==> src/rtl/abs_pkg.sv <==
// Shared types and message tables for the auto-baud synchronizer.
// Assumes 8-bit ASCII bytes; message indices never exceed the message length.
package abs_pkg;

    localparam int SYNC_LEN = 14;
    localparam int OK_LEN   = 4;
    localparam logic [7:0] CH_QMARK = 8'h3F;
    localparam logic [7:0] CH_CR    = 8'h0D;
    localparam logic [7:0] CH_LF    = 8'h0A;
    localparam logic [7:0] CH_ZERO  = 8'h30;
    localparam logic [7:0] CH_NINE  = 8'h39;

    typedef enum logic [2:0] {
        HS_HUNT,
        HS_TX_GREET,
        HS_RX_ECHO,
        HS_TX_ACK1,
        HS_RX_DIGITS,
        HS_RX_LF,
        HS_TX_ACK2,
        HS_DONE
    } hs_state_t;

    typedef enum logic [2:0] {
        MT_IDLE,
        MT_LOW,
        MT_SKIP_HI,
        MT_SKIP_LO,
        MT_ABORT
    } meter_state_t;

    typedef enum logic [1:0] {
        RX_IDLE,
        RX_START,
        RX_DATA,
        RX_STOP
    } rx_state_t;

    // Byte idx of the greeting (ack_sel=0) or of the acknowledge (ack_sel=1).
    function automatic logic [7:0] msg_char(input logic ack_sel, input logic [3:0] idx);
        logic [7:0] c;
        if (ack_sel) begin
            case (idx)
                4'd0:    c = 8'h4F;
                4'd1:    c = 8'h4B;
                4'd2:    c = CH_CR;
                default: c = CH_LF;
            endcase
        end else begin
            case (idx)
                4'd0:    c = 8'h53;
                4'd1:    c = 8'h79;
                4'd2:    c = 8'h6E;
                4'd3:    c = 8'h63;
                4'd4:    c = 8'h68;
                4'd5:    c = 8'h72;
                4'd6:    c = 8'h6F;
                4'd7:    c = 8'h6E;
                4'd8:    c = 8'h69;
                4'd9:    c = 8'h7A;
                4'd10:   c = 8'h65;
                4'd11:   c = 8'h64;
                4'd12:   c = CH_CR;
                default: c = CH_LF;
            endcase
        end
        return c;
    endfunction

endpackage

==> src/rtl/abs_bit_meter.sv <==
// Measures the start-bit length of a 0x3F character on the synchronized
// receive line, then skips the rest of that frame (high run, low run, stop
// rise) before reporting. Assumes the line is idle high when enabled.
module abs_bit_meter
    import abs_pkg::*;
#(
    parameter int DIV_W   = 16,
    parameter int MIN_DIV = 4
) (
    input  logic             clk,
    input  logic             rst_n,
    input  logic             en,
    input  logic             rx_s,
    output logic             done,
    output logic [DIV_W-1:0] period
);
    localparam logic [DIV_W-1:0] MIN_C   = DIV_W'(MIN_DIV);
    localparam logic [DIV_W-1:0] CNT_MAX = '1;

    meter_state_t     st;
    logic             prev;
    logic [DIV_W-1:0] cnt;

    // Edge timing state machine: count low cycles, then walk to the stop bit.
    always_ff @(posedge clk) begin
        if (!rst_n) begin
            st     <= MT_IDLE;
            prev   <= 1'b1;
            cnt    <= '0;
            done   <= 1'b0;
            period <= '0;
        end else begin
            prev <= rx_s;
            done <= 1'b0;
            if (!en) begin
                st <= MT_IDLE;
            end else begin
                case (st)
                    MT_IDLE: begin
                        if (prev && !rx_s) begin
                            cnt <= DIV_W'(1);
                            st  <= MT_LOW;
                        end
                    end
                    MT_LOW: begin
                        if (!rx_s) begin
                            if (cnt == CNT_MAX) st <= MT_ABORT;
                            else                cnt <= cnt + 1'b1;
                        end else if (cnt >= MIN_C) begin
                            st <= MT_SKIP_HI;
                        end else begin
                            st <= MT_IDLE;
                        end
                    end
                    MT_SKIP_HI: if (!rx_s) st <= MT_SKIP_LO;
                    MT_SKIP_LO: begin
                        if (rx_s) begin
                            done   <= 1'b1;
                            period <= cnt;
                            st     <= MT_IDLE;
                        end
                    end
                    MT_ABORT: if (rx_s) st <= MT_IDLE;
                    default:  st <= MT_IDLE;
                endcase
            end
        end
    end


    meas_min_chk: assert property (@(posedge clk) disable iff (!rst_n)
        done |-> period >= MIN_C);


    glitch_drop_chk: assert property (@(posedge clk) disable iff (!rst_n)
        (en && st == MT_LOW && rx_s && cnt < MIN_C) |=> !done);

endmodule

==> src/rtl/abs_uart_rx.sv <==
// Byte receiver with a runtime bit period. Samples at mid-bit, reports one
// pulse per frame with a flag for a low stop bit. Held idle while disabled.
module abs_uart_rx
    import abs_pkg::*;
#(
    parameter int DIV_W = 16
) (
    input  logic             clk,
    input  logic             rst_n,
    input  logic             en,
    input  logic             rx_s,
    input  logic [DIV_W-1:0] div,
    output logic             valid,
    output logic [7:0]       data,
    output logic             ferr
);
    rx_state_t        st;
    logic [DIV_W-1:0] cnt;
    logic [2:0]       bitn;
    logic [7:0]       sh;
    logic [DIV_W-1:0] half;
    logic [DIV_W-1:0] last;

    // Half and full bit boundaries derived from the runtime divisor.
    always_comb begin
        half = div >> 1;
        last = div - DIV_W'(1);
    end

    // Frame reception: start check, eight data samples, stop sample.
    always_ff @(posedge clk) begin
        if (!rst_n) begin
            st    <= RX_IDLE;
            cnt   <= '0;
            bitn  <= '0;
            sh    <= '0;
            valid <= 1'b0;
            data  <= '0;
            ferr  <= 1'b0;
        end else begin
            valid <= 1'b0;
            if (!en) begin
                st <= RX_IDLE;
            end else begin
                case (st)
                    RX_IDLE: begin
                        if (!rx_s) begin
                            cnt <= DIV_W'(1);
                            st  <= RX_START;
                        end
                    end
                    RX_START: begin
                        if (cnt >= half) begin
                            cnt  <= '0;
                            bitn <= '0;
                            st   <= rx_s ? RX_IDLE : RX_DATA;
                        end else begin
                            cnt <= cnt + 1'b1;
                        end
                    end
                    RX_DATA: begin
                        if (cnt == last) begin
                            cnt  <= '0;
                            sh   <= {rx_s, sh[7:1]};
                            bitn <= bitn + 1'b1;
                            if (bitn == 3'd7) st <= RX_STOP;
                        end else begin
                            cnt <= cnt + 1'b1;
                        end
                    end
                    RX_STOP: begin
                        if (cnt == last) begin
                            valid <= 1'b1;
                            data  <= sh;
                            ferr  <= !rx_s;
                            st    <= RX_IDLE;
                        end else begin
                            cnt <= cnt + 1'b1;
                        end
                    end
                    default: st <= RX_IDLE;
                endcase
            end
        end
    end


    rx_pulse_chk: assert property (@(posedge clk) disable iff (!rst_n)
        valid |=> !valid);

endmodule

==> src/rtl/abs_uart_tx.sv <==
// Byte transmitter with a runtime bit period: start 0, 8 data LSB first,
// stop 1. Accepts a byte on go while ready; line idles high.
module abs_uart_tx #(
    parameter int DIV_W = 16
) (
    input  logic             clk,
    input  logic             rst_n,
    input  logic [DIV_W-1:0] div,
    input  logic             go,
    input  logic [7:0]       byte_in,
    output logic             ready,
    output logic             txd_o
);
    logic             busy;
    logic [9:0]       sh;
    logic [DIV_W-1:0] cnt;
    logic [3:0]       nbits;

    // Load a frame on go, then shift one bit every div cycles.
    always_ff @(posedge clk) begin
        if (!rst_n) begin
            busy  <= 1'b0;
            sh    <= '1;
            cnt   <= '0;
            nbits <= '0;
        end else if (!busy) begin
            if (go) begin
                sh    <= {1'b1, byte_in, 1'b0};
                busy  <= 1'b1;
                cnt   <= '0;
                nbits <= '0;
            end
        end else if (cnt == div - DIV_W'(1)) begin
            cnt <= '0;
            sh  <= {1'b1, sh[9:1]};
            if (nbits == 4'd9) busy  <= 1'b0;
            else               nbits <= nbits + 1'b1;
        end else begin
            cnt <= cnt + 1'b1;
        end
    end

    assign ready = !busy;
    assign txd_o = !busy | sh[0];


    tx_go_idle_chk: assert property (@(posedge clk) disable iff (!rst_n)
        go |-> !busy);


    tx_bit_hold_chk: assert property (@(posedge clk) disable iff (!rst_n)
        (busy && cnt != '0) |-> $stable(txd_o));

endmodule

==> src/rtl/abs_hs_ctrl.sv <==
// Handshake sequencer: greeting, echo compare, first acknowledge, decimal
// frequency line, second acknowledge. Any fault returns to hunting.
// Assumes the host waits for each reply before sending the next line.
module abs_hs_ctrl
    import abs_pkg::*;
#(
    parameter int FREQ_W = 32
) (
    input  logic              clk,
    input  logic              rst_n,
    input  logic              meas_done,
    input  logic              rx_valid,
    input  logic [7:0]        rx_data,
    input  logic              rx_ferr,
    input  logic              tx_ready,
    output logic              meter_en,
    output logic              rx_en,
    output logic              tx_go,
    output logic [7:0]        tx_byte,
    output logic              synced,
    output logic [FREQ_W-1:0] freq
);
    hs_state_t         st;
    logic [3:0]        idx;
    logic [FREQ_W-1:0] acc;
    logic              have_digit;
    logic              is_digit;
    logic              can_send;
    logic [FREQ_W-1:0] digit_val;

    // Decode helpers for the received byte and the transmit slot.
    always_comb begin
        is_digit  = (rx_data >= CH_ZERO) && (rx_data <= CH_NINE);
        can_send  = tx_ready && !tx_go;
        digit_val = FREQ_W'(rx_data - CH_ZERO);
        meter_en  = (st == HS_HUNT);
        rx_en     = (st != HS_HUNT) && (st != HS_DONE);
    end

    // Sequencer state, message index and decimal accumulator.
    always_ff @(posedge clk) begin
        if (!rst_n) begin
            st         <= HS_HUNT;
            idx        <= '0;
            acc        <= '0;
            have_digit <= 1'b0;
            tx_go      <= 1'b0;
            tx_byte    <= '0;
            synced     <= 1'b0;
            freq       <= '0;
        end else begin
            tx_go <= 1'b0;
            case (st)
                HS_HUNT: begin
                    idx <= '0;
                    if (meas_done) st <= HS_TX_GREET;
                end
                HS_TX_GREET: begin
                    if (can_send) begin
                        tx_go   <= 1'b1;
                        tx_byte <= msg_char(1'b0, idx);
                        if (idx == 4'(SYNC_LEN - 1)) begin
                            idx <= '0;
                            st  <= HS_RX_ECHO;
                        end else begin
                            idx <= idx + 1'b1;
                        end
                    end
                end
                HS_RX_ECHO: begin
                    if (rx_valid) begin
                        if (rx_ferr || rx_data != msg_char(1'b0, idx)) begin
                            st <= HS_HUNT;
                        end else if (idx == 4'(SYNC_LEN - 1)) begin
                            idx <= '0;
                            st  <= HS_TX_ACK1;
                        end else begin
                            idx <= idx + 1'b1;
                        end
                    end
                end
                HS_TX_ACK1: begin
                    if (can_send) begin
                        tx_go   <= 1'b1;
                        tx_byte <= msg_char(1'b1, idx);
                        if (idx == 4'(OK_LEN - 1)) begin
                            idx        <= '0;
                            acc        <= '0;
                            have_digit <= 1'b0;
                            st         <= HS_RX_DIGITS;
                        end else begin
                            idx <= idx + 1'b1;
                        end
                    end
                end
                HS_RX_DIGITS: begin
                    if (rx_valid) begin
                        if (rx_ferr) begin
                            st <= HS_HUNT;
                        end else if (is_digit) begin
                            acc        <= acc * FREQ_W'(10) + digit_val;
                            have_digit <= 1'b1;
                        end else if (rx_data == CH_CR && have_digit) begin
                            st <= HS_RX_LF;
                        end else begin
                            st <= HS_HUNT;
                        end
                    end
                end
                HS_RX_LF: begin
                    if (rx_valid) begin
                        if (!rx_ferr && rx_data == CH_LF) begin
                            freq <= acc;
                            st   <= HS_TX_ACK2;
                        end else begin
                            st <= HS_HUNT;
                        end
                    end
                end
                HS_TX_ACK2: begin
                    if (can_send) begin
                        tx_go   <= 1'b1;
                        tx_byte <= msg_char(1'b1, idx);
                        if (idx == 4'(OK_LEN - 1)) begin
                            idx    <= '0;
                            synced <= 1'b1;
                            st     <= HS_DONE;
                        end else begin
                            idx <= idx + 1'b1;
                        end
                    end
                end
                HS_DONE: st <= HS_DONE;
                default: st <= HS_HUNT;
            endcase
        end
    end


    synced_hold_chk: assert property (@(posedge clk) disable iff (!rst_n)
        synced |=> (synced && $stable(freq)));

endmodule

==> src/rtl/abs_sync_top.sv <==
// Auto-baud synchronizer top: input synchronizer, start-bit meter, byte
// receiver, byte transmitter and handshake sequencer. The measured period
// drives both serial units directly.
module abs_sync_top
    import abs_pkg::*;
#(
    parameter int DIV_W   = 16,
    parameter int MIN_DIV = 4,
    parameter int FREQ_W  = 32
) (
    input  logic              clk,
    input  logic              rst_n,
    input  logic              rxd_i,
    output logic              txd_o,
    output logic              synced_o,
    output logic [DIV_W-1:0]  divisor_o,
    output logic [FREQ_W-1:0] freq_khz_o
);
    logic             rx_meta;
    logic             rx_s;
    logic             meter_en;
    logic             meas_done;
    logic [DIV_W-1:0] period;
    logic             rx_en;
    logic             rx_valid;
    logic [7:0]       rx_data;
    logic             rx_ferr;
    logic             tx_go;
    logic [7:0]       tx_byte;
    logic             tx_ready;

    // Two-stage synchronizer for the asynchronous receive line.
    always_ff @(posedge clk) begin
        if (!rst_n) begin
            rx_meta <= 1'b1;
            rx_s    <= 1'b1;
        end else begin
            rx_meta <= rxd_i;
            rx_s    <= rx_meta;
        end
    end

    abs_bit_meter #(.DIV_W(DIV_W), .MIN_DIV(MIN_DIV)) u_meter (
        .clk(clk), .rst_n(rst_n), .en(meter_en), .rx_s(rx_s),
        .done(meas_done), .period(period)
    );

    abs_uart_rx #(.DIV_W(DIV_W)) u_rx (
        .clk(clk), .rst_n(rst_n), .en(rx_en), .rx_s(rx_s), .div(period),
        .valid(rx_valid), .data(rx_data), .ferr(rx_ferr)
    );

    abs_uart_tx #(.DIV_W(DIV_W)) u_tx (
        .clk(clk), .rst_n(rst_n), .div(period), .go(tx_go),
        .byte_in(tx_byte), .ready(tx_ready), .txd_o(txd_o)
    );

    abs_hs_ctrl #(.FREQ_W(FREQ_W)) u_ctrl (
        .clk(clk), .rst_n(rst_n), .meas_done(meas_done),
        .rx_valid(rx_valid), .rx_data(rx_data), .rx_ferr(rx_ferr),
        .tx_ready(tx_ready), .meter_en(meter_en), .rx_en(rx_en),
        .tx_go(tx_go), .tx_byte(tx_byte), .synced(synced_o), .freq(freq_khz_o)
    );

    assign divisor_o = period;


    synced_div_chk: assert property (@(posedge clk) disable iff (!rst_n)
        synced_o |-> divisor_o >= DIV_W'(MIN_DIV));

endmodule

==> config.mk <==
export PLATFORM = sky130hd
export DESIGN_NAME = abs_sync_top
export DESIGN_NICKNAME = d
export VERILOG_FILES = /design/src/rtl/abs_pkg.sv /design/src/rtl/abs_bit_meter.sv /design/src/rtl/abs_uart_rx.sv /design/src/rtl/abs_uart_tx.sv /design/src/rtl/abs_hs_ctrl.sv /design/src/rtl/abs_sync_top.sv
export SDC_FILE = /design/constraint.sdc
export NUM_CORES = 1
export LEC_CHECK = 0
export BUFFER_PORTS_ARGS = -buffer_cell sky130_fd_sc_hd__buf_2
export CAP_MARGIN = 20
export CORE_MARGIN = 1.5
export CORE_UTILIZATION = 41
export DETAILED_ROUTE_END_ITERATION = 8
export GPL_ROUTABILITY_DRIVEN = 0
export PLACE_DENSITY = 0.66
export SLEW_MARGIN = 5
export SYNTH_ARGS = -nofsm -noshare
export SYNTH_HDL_FRONTEND = slang
export SYNTH_SLANG_ARGS = --single-unit
export TNS_END_PERCENT = 10
==> constraint.sdc <==
create_clock -name clk -period 4.35 [get_ports clk]
set_input_delay 0.87 -clock clk [delete_from_list [all_inputs] [get_ports clk]]
set_output_delay 0.87 -clock clk [all_outputs]
set_load 0.005 [all_outputs]
==> metrics, run 1 <==
max cap viols=0; CP cell instances=ha_4 -> ha_4 -> fa_2 -> a21o_1 -> a2111o_1 -> a21oi_2 -> a211oi_2 -> o21ai_1 -> a21oi_2 -> o21a_1 -> nor2_2 -> xnor2_1 -> ha_1 -> buf_6 -> a21o_1 -> a21o_1 -> a21oi_2 -> o31ai_2 -> and4b_1 -> o22a_1 -> xnor2_1 -> o2bb2ai_1; antenna violations before repair=0; Psw=around 0.0009 W; crit path kind=flip-flop to flip-flop; HP Class=flip-flop to flip-flop; Fin Clk Skew=around 0.011 ns; hold depth=1; Final Worst Setup Slack=-0.184 ns; initial core utilization=a little over 40%; I/O pin cnt=between 50 and 60; largest net degree at the start of global routing=70; Synth async-reset ratio=0%; Clk Latency, worst-skew pair=approximately 0.44 ns; die area=32,900 um^2; Critical Path RT=4.66 ns; switching part of the total=a little under a quarter; Power Density=between 200 and 300 nW/um^2; GRT Total Usage=20.0%; placed cell areas=13,900 um^2; measured slew at the worst slew-check pin=between 0.7 and 0.8 ns; crit-path max FO=3; top cells by area, synth=dfxtp_1, ha_1, a21oi_1, xnor2_1, nand2_1; CP Capture Type=flip-flop; Int Pwr=roughly 0.0029 W; cts hold-fix bufs=0; Comb pwr share=between 4 and 5%; Layout Cells excl Fill=roughly 2,100; outcome=finished, violations left; clock power share=between 40% and 50%; failing checks=setup timing; routed via count=roughly 12,000; drt drc=0; Final min period=roughly 4.5 ns; crit path launch type=flip-flop; n_diodes=0; cell taking the most area after synthesis=dfxtp_1; Peak VDD IR=between 200 and 300 uV; Clock H-tree levels=4; routed wire length=~33,000 um; Final setup viols=11; first-pass GRT wire length=roughly 54,000 um; Die Y=between 150 and 200 um; #FFs+latches synth=around 200; Initial DRC Count=around 730; Mapped Nets=about 1,700; post-route clock period utilization=104%; leak pwr=~6.5 nW; nets@finish=1,800; Buffers & Inverters on Critical Path=1; Clock transition at path regs=about 0.08 ns; Critical Path Max Stage Delay=~0.43 ns; FP Rows=65; CTS tree=built; Core ar.=between 30,000 and 40,000 um^2; drt first pass iters=5; slowest CP cell=a2111o_1; Area Overhead vs Synth=14.3%; port bufs=52; reg2reg path depth=22; detailed placement HPWL=approximately 24,000 um; share of the synthesized area in the top cell type=between 30% and 40%; design area=around 15,000 um^2; final core occ=roughly 47%; Remaining Overflow, GRT=0; Fin. Hold Viols=0; Post-synth EDFFs=0; Routed Antenna Nets=0; # clock sinks=roughly 200; Netlist Area Pre-Place=about 13,000 um^2; RSZ-0062 raised after global routing=true; synth warn=0; FILL cells=a little over 3,000; CTS Buf Count=17; part of the power in registers=approximately 49%; clock root buffer=clkbuf_16; Final Max Slew Viols=0; Placed Cells incl. Taps=about 2,000; layout cells sized above 1=around 13%; vias in the first global route=roughly 11,000; Die X=181 um; Avg WL per Cell=15.8 um; Synth Instances=~1,600; Rel. slew slack=between 40 and 50%; Max Freq=roughly 220 MHz; clock buffer depth=2; post-synth cell types=80; CP Depth=22; Syn Area/Cell=slightly above 8 um^2; crit path DAT=4.84 ns; DR vias/cell=approximately 5.6; main flop type after synthesis=dfxtp_1; register area share after synthesis=between 30% and 40%; CP top delay family=compound AO/OA/AOI/OAI gates
layout by cell type, fill, tap and decap left out, types with 6 or more instances in the layout:
cell type / count
o31a_1: 9
o2bb2ai_1: 15
xnor2_1: 80
buf_4: 71
or3_1: 12
a31oi_1: 10
a21oi_2: 12
nand4_1: 16
nor2b_1: 10
a21oi_1: 137
o21a_1: 9
dfxtp_1: 194
o21ai_0: 49
nand3_1: 50
nand2b_1: 18
a22oi_1: 20
a21o_1: 51
o22ai_1: 7
a2bb2oi_1: 7
xor2_1: 44
and3_1: 25
inv_1: 59
nor3_1: 22
a21boi_0: 6
nor4_1: 13
nor3b_1: 16
mux2i_1: 28
o21ai_1: 7
a211oi_1: 21
nor2_1: 131
ha_1: 120
o21bai_1: 6
nand2_1: 187
buf_2: 52
or2_2: 6
o31ai_1: 10
or4_1: 10
clkbuf_16: 17
and2_1: 7
what timing repair did:
item,CTS,global route
gates resized for setup,18,27
pin swaps,29,47
endpoints found under the setup margin,12,14
setup buffers,5,10
sequential cells by signal, summed over array words and instances (netlist names), 4 cells and up, named ones only:
register	flops
u_meter.cnt	16
u_ctrl.acc	32
u_meter.period	16
u_ctrl.tx_byte	7
u_rx.data	8
u_tx.cnt	16
u_rx.cnt	16
u_rx.sh	8
u_tx.nbits	4
u_ctrl.freq	32
u_ctrl.idx	4
u_tx.sh	9
stage by stage:
stage,setup slack [ns],power [W],hold WS [ns],TNS [ns]
after global routing,-0.382,0.00391,0.464,-3.80
after floorplan,-0.141,0.00201,0.386,-0.621
after global placement,-0.258,0.00204,0.399,-1.68
final,-0.184,0.00377,0.414,-1.15
after CTS,-0.117,0.00381,0.419,-0.584
after detailed placement,-0.277,0.00205,0.396,-2.20
synth_stat cells, types with 5 or more instances:
library cell	number
dfxtp_1	196
nand2_1	187
a21oi_1	149
nor2_1	133
ha_1	126
xnor2_1	81
inv_1	59
o21ai_0	57
clkbuf_1	52
a21o_1	51
nand3_1	50
xor2_1	44
mux2i_1	28
and3_1	27
a211oi_1	24
nor3_1	23
a22oi_1	20
nand2b_1	18
nand4_1	16
nor3b_1	16
nor4_1	15
o2bb2ai_1	15
or3_1	12
a31oi_1	11
o31ai_1	11
buf_2	10
nor2b_1	10
or4_1	10
o21a_1	9
o31a_1	9
a2bb2oi_1	7
and2_1	7
o22ai_1	7
a21boi_0	6
o21bai_1	6
or2_2	6
and4_1	5
power by group through the flow:
stage | Clock (W) | Combinational [W] | Sequential (W)
after detailed placement | 0 | 0.000168 | 0.00188
final | 0.00177 | 0.000169 | 0.00184
after global placement | 0 | 0.000163 | 0.00188
after global routing | 0.00187 | 0.000192 | 0.00184
after CTS | 0.00180 | 0.000169 | 0.00184
after floorplan | 0 | 0.000138 | 0.00187
final timing paths:
check	startpoint	end	slack, ns
setup / recovery	u_ctrl.acc[1]	u_ctrl.acc[31]	-0.18
hold / removal	rx_meta	rx_s	0.41
setup reg to reg	u_ctrl.acc[1]	u_ctrl.acc[31]	-0.18
hold reg to reg	rx_meta	rx_s	0.41
routing by layer:
layer  routed length [um]  track usage, %  vias to the layer above  share of wire [%]
met1                15300            25.8                     5548                 46
met5                    0               0                        -                  0
met3                 1060            2.92                       48                3.2
met4                  690            6.27                        0                2.1
li1                     -               -                     5884                  -
met2                15900            34.3                      207                 48
worst reg2reg max path, delay by kind of cell (launching register included):
kind	cells	cell delay, ns
buffers and inverters	1	0.14
AOI/OAI and AO/OA	13	2.36
and+or+nand+nor	2	0.28
DFF	1	0.34
xor gates and xnor gates	2	0.27
adders and majority gates	4	1.02
kinds of logic (layout without fill, tap and decap cells):
kind of cell	count (synthesis)	after routing	share of synthesized area (%)
adder cells (fa/ha/maj)	128	128	12.4
XOR/XNOR	125	125	8.40
buffers and inverters	133	218	4.25
AND/OR/NAND/NOR	555	555	20.8
multiplexers	31	31	2.41
flip-flops	196	196	30.1
AO/OA/AOI/OAI	429	429	21.6
layout make-up:
type	instances	area, um^2	area share [%]
timing repair buffer	126	827	5.55
sequential	196	3930	26.4
tap	402	503	3.38
multi-input combinational	1268	8750	58.8
clock buffer	18	439	2.95
inverter	60	228	1.53
clock inverter	14	214	1.44
Note: power is estimated with default switching activity, not from simulation.
==> inputs of run 2 (changes only) <==
- REMOVE_ABC_BUFFERS: unset -> 1
==> run 2 against run 1 <==
Compared with the run above:
- the run still ends with setup timing left
- design area shrank 0.29%
- worst hold slack worse by 0.0030 ns
- sequential share of layout area rose by 0.10 points
- sequential power is essentially flat
- non-clock buffer count increased by 9
- clock skew rose by 0.0042 ns
- via count barely moved
- largest cell class unchanged
- largest power group unchanged
==> metrics, run 2 (synthesis gave the netlist of run 1 again) <==
Area Overhead vs Synth=14.0%; Power Density=between 200 and 250 nW/um^2; clock buffer depth=2; leak pwr=between 6 and 7 nW; Final Worst Setup Slack=-0.106 ns; Layout Cells excl Fill=between 2,000 and 2,500; DR vias/cell=about 5.6; clock root buffer=clkbuf_16; post-route clock period utilization=102%; antenna violations before repair=0; routed via count=11,700; Die X=~180 um; cts hold-fix bufs=0; most common cell after layout, fill and taps aside=dfxtp_1; first-pass GRT wire length=about 52,000 um; max cap viols=0; crit path DAT=about 4.8 ns; drt first pass iters=6; drt drc=0; final core occ=between 40% and 50%; Final setup viols=8; layout cells sized above 1=between 10 and 15%; FP Rows=65; port bufs=52; Fin Clk Skew=0.0155 ns; GRT Total Usage=about a fifth; vias in the first global route=11,000; n_diodes=0; largest net degree at the start of global routing=94; Final min period=around 4.5 ns; crit path launch type=flip-flop; Routed Antenna Nets=0; Rel. slew slack=33.7%; CP Capture Type=flip-flop; biggest regs=u_ctrl.acc x32, u_ctrl.freq x32; Initial DRC Count=approximately 710; total negative setup slack=-0.437 ns; Placed Cells incl. Taps=a little over 2,000; Place WS=-0.470 ns; footprint of the multi-input gates=between 8000 and 9000 um^2; Remaining Overflow, GRT=0; failing checks=setup timing; Final Max Slew Viols=0; Core ar.=between 30,000 and 40,000 um^2; HP Class=flip-flop to flip-flop; CTS Buf Count=17; Clock H-tree levels=4; CTS tree=built; # clock sinks=196; initial core utilization=between 40% and 50%; Peak VDD IR=between 300 and 400 uV; FILL cells=a little over 3,000; crit-path max FO=2; detailed placement HPWL=about 23,000 um; Fin. Hold Viols=0; outcome=finished, violations left; die area=32,900 um^2; nets@finish=around 1,800; Clk Latency, worst-skew pair=about 0.45 ns; crit path kind=flip-flop to flip-flop; register area=roughly 4000 um^2; Critical Path RT=~4.7 ns; Die Y=between 150 and 200 um; Avg WL per Cell=around 15 um; Max Freq=~220 MHz; RSZ-0062 raised after global routing=true; most frequent cells in the layout=dfxtp_1, nand2_1, a21oi_1; I/O pin cnt=53; Clock transition at path regs=about 0.080 ns; routed wire length=31,400 um; measured slew at the worst slew-check pin=0.995 ns
-- run 2: cell count changes in the layout (fill, tap and decap cells not counted), moves of 2 or more --
cell        before  now
buf_4           71   83
bufinv_16        4    0
a21oi_1        137  140
a21oi_2         12    9
buf_6            3    0
clkinv_4         1    4
clkinv_2         0    2
clkinvlp_4       3    1
ha_1           120  118
ha_4             3    5
inv_6            2    4
o21ai_0         49   51
-- run 2: per-stage QoR --
| step | cell area (um^2) | hold WS, ns | power [W] |
|---|---|---|---|
| detailed placement | 14100 | 0.397 | 0.00205 |
| finish | 14800 | 0.411 | 0.00354 |
| global route | 14800 | 0.437 | 0.00368 |
| CTS | 14800 | 0.414 | 0.00358 |
| floorplan | 12700 | 0.386 | 0.00200 |
| global placement | 14100 | 0.388 | 0.00204 |
-- run 2: power by group --
group	leakage [nW]	internal (W)	total (W)	switching, W
Clock	0.273	0.000766	0.00154	0.000771
Sequential	1.58	0.00182	0.00184	0.0000224
Combinational	4.68	0.0000590	0.000167	0.000108
Total	6.53	0.00264	0.00354	0.000902
-- run 2: final cells by class --
cell class / count / share of cell area (%)
multi-input cells: 1268 / 58.9
flip-flops and latches: 196 / 26.5
repair buffers: 135 / 5.95
well taps: 402 / 3.39
clock buffers: 18 / 2.96
inverters: 60 / 1.53
clock inverters: 13 / 0.784
-- run 2: timing repair --
action	in CTS	in global routing
gates resized for setup	28	18
setup endpoints to repair	13	13
endpoints found under the hold margin	0	0
gates cloned	0	0
pin swaps	34	24
buffers inserted	3	1
-- run 2: per-layer routing --
metal / share of wire (%) / GRT usage (%)
met3: 4.0 / 3.31
met5: 0 / 0
met2: 47 / 32.5
met1: 47 / 24.7
met4: 1.2 / 4.83
-- run 2: worst max-delay path: stages, from the launching register on --
cell       delay, ns
dfxtp_2         0.34
ha_4            0.24
ha_4            0.16
fa_2            0.33
a21o_1          0.17
a2111o_1        0.46
a21oi_2         0.21
buf_4           0.14
a211o_1         0.18
a31oi_2         0.12
o41a_1          0.37
buf_4           0.16
xor2_2          0.14
ha_1            0.31
a21oi_2         0.14
o21ai_1         0.08
a21o_1          0.16
a211o_1         0.25
o22a_1          0.18
xnor2_1         0.14
o2bb2ai_1       0.07
-- run 2: path summary, 6_finish.rpt --
kind / from / endpoint / slack [ns] / depth (start not counted)
max: u_ctrl.acc[3] / u_ctrl.acc[31] / -0.11 / 20
min: rx_meta / rx_s / 0.41 / 1
max reg2reg: u_ctrl.acc[3] / u_ctrl.acc[31] / -0.11 / 20
min reg2reg: rx_meta / rx_s / 0.41 / 1
==> inputs of run 3 (changes only) <==
- CORE_MARGIN: 1.5 -> unset
- MAX_ROUTING_LAYER: unset -> met4
==> run 3 against run 2 <==
Compared with the run above:
- the flow still finishes with violations (setup timing)
- wire length is 0.94% higher
- combinational power hardly changed
- clock skew is 0.00071 ns lower
- design area is 0.16% higher
- total power is 3.3% higher
- fmax is 2.1% lower
- global-route usage is 1.1 points higher
- die area is 1.1% lower
- count of clock-buffer cells in the layout stayed put
- worst setup slack worse by 0.095 ns
- critical path depth is 1 lower
- largest power group unchanged
==> metrics, run 3 (synthesis gave the netlist of run 1 again) <==
outcome=finished, violations left; failing checks=setup timing; port bufs=52; Clock transition at path regs=about 0.08 ns; Placed Cells incl. Taps=roughly 2,000; CTS tree=built; nets@finish=between 1,500 and 2,000; die area=about 32,000 um^2; Core ar.=just over 30,000 um^2; # clock sinks=roughly 200; CP Capture Type=flip-flop; cts hold-fix bufs=0; hold depth=1; crit path DAT=4.87 ns; n_diodes=0; slowest CP cell=a2111o_1; detailed placement HPWL=between 20,000 and 25,000 um; DR vias/cell=5.59; max cap viols=0; routed via count=between 10,000 and 15,000; Remaining Overflow, GRT=0; Final min period=4.55 ns; Final Max Slew Viols=0; Critical Path Max Stage Delay=0.47 ns; reg2reg path depth=19; CTS Buf Count=17; CP Depth=19; most common cell after layout, fill and taps aside=dfxtp_1; Clk Latency, worst-skew pair=0.44 ns; initial core utilization=between 40% and 50%; crit path kind=flip-flop to flip-flop; leak pwr=around 6.5 nW; Max Freq=220 MHz; clock root buffer=clkbuf_16; Final Worst Setup Slack=-0.201 ns; most frequent cells in the layout=dfxtp_1, nand2_1, a21oi_1; Rel. slew slack=approximately 46%; vias in the first global route=around 11,000; Fin Clk Skew=0.0148 ns; Final Power=around 0.0037 W; CP top delay family=compound AO/OA/AOI/OAI gates; Area Overhead vs Synth=14.2%; Fin. Hold Viols=0; Avg WL per Cell=roughly 15 um; antenna violations before repair=0; cell with the most instances on the worst path=a21o_1; Initial DRC Count=around 700; placed cell areas=14,000 um^2; Clock H-tree levels=4; first-pass GRT wire length=53,600 um; FP Rows=between 60 and 70; Final setup viols=9; routed wire length=31,700 um; Layout Cells excl Fill=between 2,000 and 2,500; Critical Path RT=~4.7 ns; crit path launch type=flip-flop; crit-path max FO=3; Die Y=180 um; measured slew at the worst slew-check pin=0.810 ns; CP cell instances=ha_4 -> ha_4 -> fa_2 -> a21o_1 -> a2111o_1 -> a21oi_2 -> buf_4 -> a211o_1 -> a31oi_2 -> o41a_1 -> a21o_1 -> a21oi_2 -> xnor2_1 -> ha_1 -> a21o_1 -> a211o_1 -> o22a_1 -> xnor2_1 -> o2bb2ai_1; biggest regs=u_ctrl.acc x32, u_ctrl.freq x32; Routed Antenna Nets=0; GRT Total Usage=slightly above 20%; post-route clock period utilization=105%; Die X=around 180 um; layout cells sized above 1=13.4%; Buffers & Inverters on Critical Path=1; clock buffer depth=2; largest net degree at the start of global routing=68; drt first pass iters=8; HP Class=flip-flop to flip-flop; I/O pin cnt=53; design area=around 15,000 um^2; Peak VDD IR=314 uV; RSZ-0062 raised after global routing=true; Power Density=between 200 and 250 nW/um^2; drt drc=0
[run 3: final timing paths]
kind | start | endpoint | slack, ns
hold reg to reg | rx_meta | rx_s | 0.41
setup / recovery | u_ctrl.acc[1] | u_ctrl.acc[31] | -0.20
setup reg to reg | u_ctrl.acc[1] | u_ctrl.acc[31] | -0.20
hold / removal | rx_meta | rx_s | 0.41
[run 3: timing repair]
action	in CTS	in global routing
resized for setup	28	19
setup buffers	6	2
pin swaps	38	28
endpoints found under the setup margin	13	15
[run 3: worst reg2reg max path: stages, from the launching register on]
cell	delay, ns
dfxtp_2	0.34
ha_4	0.24
ha_4	0.16
fa_2	0.33
a21o_1	0.17
a2111o_1	0.47
a21oi_2	0.24
buf_4	0.15
a211o_1	0.18
a31oi_2	0.12
o41a_1	0.44
a21o_1	0.20
a21oi_2	0.14
xnor2_1	0.08
ha_1	0.34
a21o_1	0.20
a211o_1	0.25
o22a_1	0.18
xnor2_1	0.14
o2bb2ai_1	0.07
[run 3: cell type report]
type,count,area (um^2)
flip-flops and latches,196,3930
well taps,396,495
fillers,3021,16000
inverters,60,228
clock buffers,18,439
repair buffers,133,876
multi-input cells,1268,8740
clock inverters,13,165
[run 3: routing by layer]
metal	vias up	share of wire, %	global-route usage, %
li1	5902	-	-
met1	5505	49	26.6
met2	204	46	32.4
met3	31	3.6	3.05
met4	0	1.2	4.27
met5	-	0	-
[run 3: power by group]
| part | total (W) | switching, W | internal [W] |
|---|---|---|---|
| sequential | 0.00184 | 0.0000220 | 0.00181 |
| clock | 0.00165 | 0.000771 | 0.000883 |
| combinational | 0.000169 | 0.000109 | 0.0000597 |
[run 3: through the flow]
stage               util (%)  setup TNS (ns)  hold WS (ns)  setup WS (ns)
floorplan                  -           -2.02         0.386         -0.385
global route            48.1           -3.76         0.419         -0.443
CTS                     47.8           -1.07         0.412         -0.188
detailed placement      45.3           -4.33         0.395         -0.504
finish                  48.1           -1.02         0.411         -0.201
global placement        45.3           -3.71         0.389         -0.449
